File: config.mk
export PLATFORM = sky130hd
export DESIGN_NAME = packedZoned
export DESIGN_NICKNAME = d
export VERILOG_FILES = /design/src/rtl/packedZonedPkg.sv /design/src/rtl/zonedDatapath.sv /design/src/rtl/zonedControl.sv /design/src/rtl/packedZoned.sv
export SDC_FILE = /design/constraint.sdc
export NUM_CORES = 1
export LEC_CHECK = 0
export ABC_CLOCK_PERIOD_IN_PS = 3170
export CORE_MARGIN = 10
export CORE_UTILIZATION = 34
export DETAILED_ROUTE_END_ITERATION = 8
export GPL_TIMING_DRIVEN = 0
export PLACE_DENSITY = 0.65
export SLEW_MARGIN = 10
export SYNTH_ARGS = -nofsm -noshare
export SYNTH_HDL_FRONTEND = slang
export SYNTH_SLANG_ARGS = --single-unit
File: constraint.sdc
create_clock -name clk -period 3.17 [get_ports clk]
set_clock_uncertainty 0.05 [all_clocks]
set_input_delay 0.317 -clock clk [delete_from_list [all_inputs] [get_ports clk]]
set_output_delay 0.317 -clock clk [all_outputs]
set_load 0.01 [all_outputs]
File: src/rtl/packedZonedPkg.sv
package packedZonedPkg;

  localparam logic [3:0] SIGN_POS  = 4'hC;
  localparam logic [3:0] SIGN_NEG  = 4'hD;
  localparam logic [3:0] SIGN_NONE = 4'hF;
  localparam logic [3:0] ZONE_DIGIT = 4'h3;

  typedef struct packed {
    logic load;
    logic step;
  } zdCtrl_t;

  typedef enum logic {ST_IDLE = 1'b0, ST_EMIT = 1'b1} zdState_t;

  function automatic logic signValid(input logic [3:0] s);
    return (s == SIGN_POS) || (s == SIGN_NEG) || (s == SIGN_NONE);
  endfunction

  function automatic logic [3:0] zoneFor(input logic [3:0] s);
    case (s)
      SIGN_POS: return SIGN_POS;
      SIGN_NEG: return SIGN_NEG;
      default:  return ZONE_DIGIT;
    endcase
  endfunction

endpackage

File: src/rtl/zonedDatapath.sv
module zonedDatapath
  import packedZonedPkg::*;
#(
  parameter int MAX_DIGITS = 31,
  localparam int CNT_W = $clog2(MAX_DIGITS + 1),
  localparam int PK_W  = (MAX_DIGITS + 1) * 4
) (
  input  logic             clk,
  input  logic             rstN,
  input  zdCtrl_t          ctrl,
  input  logic [PK_W-1:0]  inPacked,
  input  logic [CNT_W-1:0] inCount,
  output logic             inBad,
  output logic             lastNow,
  output logic [7:0]       outData,
  input  logic             outValid
);

  logic [MAX_DIGITS-1:0] badVec;
  logic [PK_W-1:0]       pkReg;
  logic [CNT_W-1:0]      idx;
  logic [3:0]            zoneReg;
  logic [3:0]            curDigit;

  // per-digit range check, limited to the counted nibbles
  for (genvar k = 0; k < MAX_DIGITS; k++) begin : g_chk
    assign badVec[k] = (CNT_W'(k) < inCount) && (inPacked[(k+1)*4 +: 4] > 4'd9);
  end

  assign inBad = (|badVec) || !signValid(inPacked[3:0]) || (inCount == '0);

  always_ff @(posedge clk or negedge rstN) begin
    if (!rstN) begin
      pkReg   <= '0;
      idx     <= '0;
      zoneReg <= ZONE_DIGIT;
    end else if (ctrl.load) begin
      pkReg   <= inPacked;
      idx     <= inCount;
      zoneReg <= zoneFor(inPacked[3:0]);
    end else if (ctrl.step) begin
      idx <= idx - 1'b1;
    end
  end

  assign curDigit = pkReg[{idx, 2'b00} +: 4];
  assign lastNow  = (idx == CNT_W'(1));
  assign outData  = {lastNow ? zoneReg : ZONE_DIGIT, curDigit};

  // non-final bytes are plain ASCII digits
  a_r3_ascii_digit: assert property (@(posedge clk) disable iff (!rstN)
    (outValid && !lastNow) |-> (outData[7:4] == 4'h3 && outData[3:0] <= 4'd9));

  // final byte zone is one of the three legal codes
  a_r4_final_zone: assert property (@(posedge clk) disable iff (!rstN)
    (outValid && lastNow) |-> (outData[7:4] == 4'hC || outData[7:4] == 4'hD || outData[7:4] == 4'h3));

endmodule

File: src/rtl/zonedControl.sv
module zonedControl
  import packedZonedPkg::*;
(
  input  logic    clk,
  input  logic    rstN,
  input  logic    inValid,
  input  logic    inBad,
  input  logic    lastNow,
  input  logic    outReady,
  output logic    inReady,
  output logic    outValid,
  output logic    errFlag,
  output zdCtrl_t ctrl
);

  zdState_t state;
  logic     accept;
  logic     take;

  assign inReady  = (state == ST_IDLE);
  assign outValid = (state == ST_EMIT);
  assign accept   = inValid && inReady;
  assign take     = outValid && outReady;

  assign ctrl.load = accept && !inBad;
  assign ctrl.step = take && !lastNow;

  always_ff @(posedge clk or negedge rstN) begin
    if (!rstN) begin
      state   <= ST_IDLE;
      errFlag <= 1'b0;
    end else begin
      errFlag <= accept && inBad;
      case (state)
        ST_IDLE: if (accept && !inBad) state <= ST_EMIT;
        ST_EMIT: if (take && lastNow)  state <= ST_IDLE;
        default: state <= ST_IDLE;
      endcase
    end
  end

  // a good accept starts the stream on the next cycle
  a_r2_start: assert property (@(posedge clk) disable iff (!rstN)
    (inValid && inReady && !inBad) |=> outValid);

  // no acceptance while a byte is pending
  a_r11_busy: assert property (@(posedge clk) disable iff (!rstN)
    outValid |-> !inReady);

  // a rejected input yields the error pulse and no output
  a_r7_reject: assert property (@(posedge clk) disable iff (!rstN)
    (inValid && inReady && inBad) |=> (errFlag && !outValid));

  // stream ends right after the final byte is taken
  a_r5_end: assert property (@(posedge clk) disable iff (!rstN)
    (outValid && outReady && lastNow) |=> !outValid);

endmodule

File: src/rtl/packedZoned.sv
module packedZoned
  import packedZonedPkg::*;
#(
  parameter int MAX_DIGITS = 31,
  localparam int CNT_W = $clog2(MAX_DIGITS + 1),
  localparam int PK_W  = (MAX_DIGITS + 1) * 4
) (
  input  logic             clk,
  input  logic             rstN,
  input  logic             inValid,
  output logic             inReady,
  input  logic [PK_W-1:0]  inPacked,
  input  logic [CNT_W-1:0] inCount,
  output logic             outValid,
  input  logic             outReady,
  output logic [7:0]       outData,
  output logic             outLast,
  output logic             errFlag
);

  zdCtrl_t ctrl;
  logic    inBad;
  logic    lastNow;

  zonedControl u_ctrl (
    .clk(clk), .rstN(rstN), .inValid(inValid), .inBad(inBad),
    .lastNow(lastNow), .outReady(outReady), .inReady(inReady),
    .outValid(outValid), .errFlag(errFlag), .ctrl(ctrl)
  );

  zonedDatapath #(.MAX_DIGITS(MAX_DIGITS)) u_dp (
    .clk(clk), .rstN(rstN), .ctrl(ctrl), .inPacked(inPacked),
    .inCount(inCount), .inBad(inBad), .lastNow(lastNow),
    .outData(outData), .outValid(outValid)
  );

  assign outLast = outValid && lastNow;

  // a stalled byte holds steady
  a_r10_hold: assert property (@(posedge clk) disable iff (!rstN)
    (outValid && !outReady) |=> (outValid && $stable(outData) && $stable(outLast)));

endmodule

# Word-level counts from Yosys, hierarchy flattened
# Index checks and enable logic that the tools add are counted.
# W data, S select, Z words.
# totals
regBits,139
input_bits,137
out_inout_bits,12
memories,0
mem_bits_rw,0
latchBits,0
rom_bits,0
elab_cells,129
# op_classes
reduce_logical,48
div_mod_pow,0
eq_ne,4
n_lt_le_gt_ge,62
n_shift,1
addsub,1
n_bitwise,1
n_mul,0
mux,7
# ops
cell,n
$shiftx A128 B8 Y4,1
$gt A4 B4 Y1 const B,31
$lt A5 B5 Y1 const A,15
$lt A4 B5 Y1 const A,8
$logic_and A1 B1 Y1,38
$reduce_or A31 Y1,1
$lt A3 B5 Y1 const A,4
$eq A4 B4 Y1 const B,3
$lt A1 B5 Y1 const A,2
$lt A2 B5 Y1 const A,2
$mux W5,2
$pmux W4 S2,1
$eq A5 B1 Y1 const B,1
$logic_not A5 Y1,1
$sub A5 B1 Y5 const B,1
$logic_or A1 B1 Y1,4
$mux W4,1
$logic_not A1 Y1,3
$mux W1,2
$pmux W1 S2,1
$reduce_bool A2 Y1,1
$not A1 Y1,1

# Depth between registers and ports, before layout
# depth
depth_word,10
depth_mapped,10
ltp_nobuf,8

# By module
# From an unflattened synthesis, not the netlist that was laid out.
# hier_totals
cells_unflattened,510
area_unflattened_um2,6880.3
# by_module_without_submodules
mod,area_each_um2,cells_per_inst,seq_area_each_um2,instances
zonedDatapath,6782.8,501,3405.8,1
zonedControl,91.3,8,50.0,1
packedZoned,6.3,1,0.0,1

# Worst setup path after synthesis
# OpenSTA, ideal clock, no wires.
# synth_path
path_kind,register to output
start,register u_dp.idx[0]
end,output port outData[0]
path_stages_with_launch,6
arrival_ns,2.238
required_time_ns,2.803
n_path_buf,2
slack_ns,0.565
cell_sequence,dfrtp_1 > clkbuf_1 > buf_2 > mux4_2 > mux4_2 > mux2_2
# synth_between
elab_chain_cells,1
# synth_lines
item,line,source
"start, declared",zonedDatapath.sv:21,logic [CNT_W-1:0] idx;
"start signal, assigned",zonedDatapath.sv:39,idx <= inCount;
"start signal, assigned",zonedDatapath.sv:42,idx <= idx - 1'b1;
$shiftx A128 B8 Y4,zonedDatapath.sv:46,"assign curDigit = pkReg[{idx, 2'b00} +: 4];"
"end, declared",packedZoned.sv:16,"output logic [7:0] outData,"
# Every way passes these cells.

# Final worst setup path
# layout_path
start,register u_dp.idx[0]
end,output port outData[3]
# The elaborated chain is that of the path after synthesis.

==> impl_table.tex <==
\begin{tabular}{lr}
\hline
Metric & Value \\
\hline
\multicolumn{2}{l}{\textbf{Drt}} \\
\quad Length of routed met3 wiring & 1918 um \\
\quad Top routing layer in use & met5 \\
\quad Vias & 4,826 \\
\quad Number of optimization iterations in the first detailed-route pass & 5 \\
\quad Number of nets still failing antenna checks after routing & 0 \\
\quad Post-Route M1 WL & 9561 um \\
\quad Remaining routing DRC violations & 0 \\
\quad Via-per-instance ratio & 5.189 \\
\quad Aggregate routed wire length & 22,360 um \\
\quad Iter 0 DRT Violations & 392 \\
\quad WL met2 & 10,580 um \\
\quad Wire length per cell & 24.04 um \\
\multicolumn{2}{l}{\textbf{Die}} \\
\quad Chip Width & 167.7 um \\
\quad Floorplan die area & 0.02811 mm2 \\
\quad Cell Rows & 53 \\
\quad Io pins & 149 \\
\quad Core Region & 0.02122 mm2 \\
\quad Die Y & 167.7 um \\
\quad Initial Utilization & 0.3494 \\
\multicolumn{2}{l}{\textbf{Logic synthesis}} \\
\quad Number of register bits inferred by synthesis & 138 \\
\quad Post-synthesis net count & 605 \\
\quad Cell with the most instances after synthesis & dfrtp\_1 \\
\quad Main synth FF type & dfrtp\_1 \\
\quad Synth Warn \# & 0 \\
\quad Main area contributors after synthesis & dfrtp\_1 (46\%), mux2\_4 (20\%), mux4\_2 (12\%) \\
\quad Cell type with the highest aggregate area in the netlist & dfrtp\_1 \\
\quad Proportion of register bits with asynchronous set or reset after synthesis & 1.000 \\
\quad Synthesized area divided by synthesized cell count & 15.91 um2 \\
\quad Number of enable flip-flop cells after synthesis & 0 \\
\quad Leading cell types by count after synthesis & dfrtp\_1 (136), mux2\_4 (100), mux4\_2 (40) \\
\quad Register area share after synthesis & 0.4661 \\
\quad Synthesized netlist cell count & 466 \\
\quad Synth Cell Area & 0.007415 mm2 \\
\quad Count of cell types in the netlist & 50 \\
\quad Area share of the leading cell type in the synthesized netlist & 0.4590 \\
\multicolumn{2}{l}{\textbf{STA}} \\
\quad Number of hold violations in the final report & 0 \\
\quad Setup violations, final & 0 \\
\quad Slew at the pin with the worst max-slew slack & 0.7590 ns \\
\quad Final-report max-slew violation count & 0 \\
\quad Shortest clock period the worst path allows after layout & 3.118 ns \\
\quad Peak clock frequency supported by timing & 0.3207 GHz \\
\quad Final period utilization & 0.9837 \\
\quad Slew margin rel. & 0.4940 \\
\quad Final sum of negative setup slack & 0 ns \\
\quad Final hold slack & 0.4174 ns \\
\multicolumn{2}{l}{\textbf{Worst setup path}} \\
\quad Largest delay share family, worst path & multiplexers \\
\quad Maximum cell stage delay along the critical path & 0.55 ns \\
\quad Buffers and inverters on the worst path & 3 \\
\quad Critical path's most frequent cell & mux4\_2 \\
\quad Startpoint type of the worst setup path & register \\
\quad Category of the most critical setup path & register to primary output \\
\quad Critical R2R Capture & u\_dp.idx[4] \\
\quad Sequence of cells on the critical path & buf\_8 > buf\_12 > mux4\_2 > mux4\_2 > mux2\_2 > clkdlybuf4s15\_1 \\
\quad Data required time of the worst path & 2.80 ns \\
\quad Count of cells along the worst register-to-register path & 9 \\
\quad Data arrival time of the critical path & 2.75 ns \\
\quad Peak fanout along the critical path & 8 \\
\quad Slowest CP cell & mux4\_2 \\
\quad Endpoint type of the worst setup path & primary output \\
\quad Setup slack, reg-to-reg & 0.70 ns \\
\quad Worst r2r src & u\_dp.idx[1] \\
\multicolumn{2}{l}{\textbf{Clocking}} \\
\quad Maximum count of clock buffers along a single path & 2 \\
\quad Root Buffer & clkbuf\_16 \\
\quad Clock tree from TritonCTS & built \\
\quad Number of buffers inserted during clock tree synthesis & 17 \\
\quad Worst skew pair latency & 0.41 ns \\
\quad Sink Count & 138 \\
\quad Deepest level of the CTS H-tree & 4 \\
\quad Post-CTS clock slew at the launch and capture registers of the worst setup and hold paths & 0.06 ns \\
\multicolumn{2}{l}{\textbf{Flow run}} \\
\quad Max-capacitance violation count & 0 \\
\multicolumn{2}{l}{\textbf{Placement}} \\
\quad Buffers on Ports & 147 \\
\quad Sum of net half-perimeters after detailed placement & 17,180 um \\
\quad Weighted congestion at the end of routability-driven global placement & 0.8769 \\
\quad Total placed cells including tap cells & 889 \\
\multicolumn{2}{l}{\textbf{GRT}} \\
\quad Initial antenna violation count & 3 \\
\quad Largest net degree at the start of global routing & 75 \\
\quad Global route total overflow & 0 \\
\quad Via count of the first global-routing pass & 5,463 \\
\quad Global-route wire length before repair & 33,600 um \\
\quad Total GRT Usage & 0.1561 \\
\multicolumn{2}{l}{\textbf{Power and ir drop}} \\
\quad Static leakage power & 4.434 nW \\
\quad Pwr Density & 452.5 mW/mm2 \\
\quad VDD IR max & 301.3 uV \\
\multicolumn{2}{l}{\textbf{Layout}} \\
\quad Number of standard cells in the final layout excluding fillers & 930 \\
\quad Layout cell share with drive strength beyond 1 & 0.3976 \\
\quad Growth of design area from synthesis to finish & 37.07\% \\
\quad Total area of multi-input combinational cells & 0.003557 mm2 \\
\quad Final core area utilization & 0.4790 \\
\quad Number of fill cells & 1,802 \\
\quad Net count, final & 780 \\
\quad Area used by sequential logic in the layout & 0.003457 mm2 \\
\multicolumn{2}{l}{\textbf{Run status}} \\
\quad Outcome & completed \\
\multicolumn{2}{l}{\textbf{Worst hold path}} \\
\quad Type of the most critical hold path & input pin to async pin \\
\hline
\end{tabular}
## repair_timing
item / in CTS / in global routing
setup buffers: 2 / 3
hold buffers: 1 / 0
endpoints found under the hold margin: 64 / 0
cloned: 0 / 3
endpoints found under the setup margin: 10 / 5
resized for setup: 28 / 7
## area by class of cell
cell class | instances | share of cell area
Sequential cell | 138 | 0.3401
Multi-Input combinational cell | 289 | 0.3500
Inverter | 6 | 0.002216
Buffer | 32 | 0.04506
Clock buffer | 21 | 0.04629
Clock inverter | 11 | 0.02351
Tap cell | 275 | 0.03385
Timing Repair Buffer | 157 | 0.1587
Antenna cell | 1 | 0.0002462
## metal layers
layer | track usage | vias up
met4 | 0.03974 | 4
li1 | - | 2136
met1 | 0.1985 | 2464
met5 | 0 | -
met2 | 0.2420 | 200
met3 | 0.06273 | 22
## stage by stage
step	worst slack (ns)	area [um2]	power, mW
3_5_place_dp	-0.4407	9259	2.229
3_3_place_gp	-3.626	9230	2.219
6_report	0.05174	10160	4.599
2_1_floorplan	0.5649	7415	1.933
4_1_cts	0.007834	10070	4.629
5_1_grt	-0.01646	10160	4.733
## cells by family after synthesis
logic type | after synthesis | synth area share
flip-flops | 138 | 0.4661
buffers and inverters | 39 | 0.05619
adder cells (fa/ha/maj) | 2 | 0.003374
multiplexers | 178 | 0.3812
AO/OA/AOI/OAI | 68 | 0.05974
XOR/XNOR | 4 | 0.004726
AND/OR/NAND/NOR | 37 | 0.02869
## where the power goes
group	switching [mW]	internal [mW]	total [mW]	leakage (nW)
Sequential	0.0121	1.78	1.79	1.90
Clock	0.771	1.62	2.39	0.340
Combinational	0.178	0.236	0.415	2.19
Total	0.961	3.64	4.60	4.43
## registers in the layout (all words and copies together), names as in the netlist
signal,count
u_dp.zoneReg,3
u_ctrl.outValid,1
u_dp.idx,5
u_ctrl.errFlag,1
u_dp.pkReg,128
## cell usage in the layout, fill, tap and decap left out, types with 3 or more instances in the layout
cell,instances
buf_12,17
clkbuf_4,3
clkdlybuf4s50_1,142
o21ai_0,26
buf_2,4
xnor2_1,3
buf_6,5
inv_1,6
nand2b_1,3
buf_4,6
mux2_4,100
o2111ai_1,3
dfrtp_1,135
mux2i_1,3
nor2_1,6
mux4_2,40
nand3_1,3
bufinv_16,7
clkbuf_8,3
nand2_1,6
mux2_2,35
a211oi_1,4
clkbuf_1,3
a21oi_1,9
clkbuf_16,20
or2_2,4
o211ai_1,11
## worst register-to-register path: stages, from the launching register on
cell      delay, ns
dfrtp_2        0.50
clkbuf_4       0.31
inv_1          0.10
ha_1           0.19
nor4b_4        0.15
nor2_1         0.20
nand2_1        0.11
or3_1          0.33
xnor2_1        0.13
mux2_4         0.28
## how the worst max path moves through the flow
| stage | slack [ns] | to | start | cells past startpoint |
|---|---|---|---|---|
| detailed placement | -0.44 | outData[3] | u_dp.idx[1] | 6 |
| global placement | -3.63 | u_dp.pkReg[112] | rstN | 1 |
| finish | 0.05 | outData[3] | u_dp.idx[0] | 6 |
| CTS | 0.008 | outData[3] | u_dp.idx[0] | 6 |
| global route | -0.02 | outData[2] | u_dp.idx[0] | 6 |
| floorplan | 0.56 | outData[0] | u_dp.idx[0] | 5 |
Power figures use the tool's default switching activity.
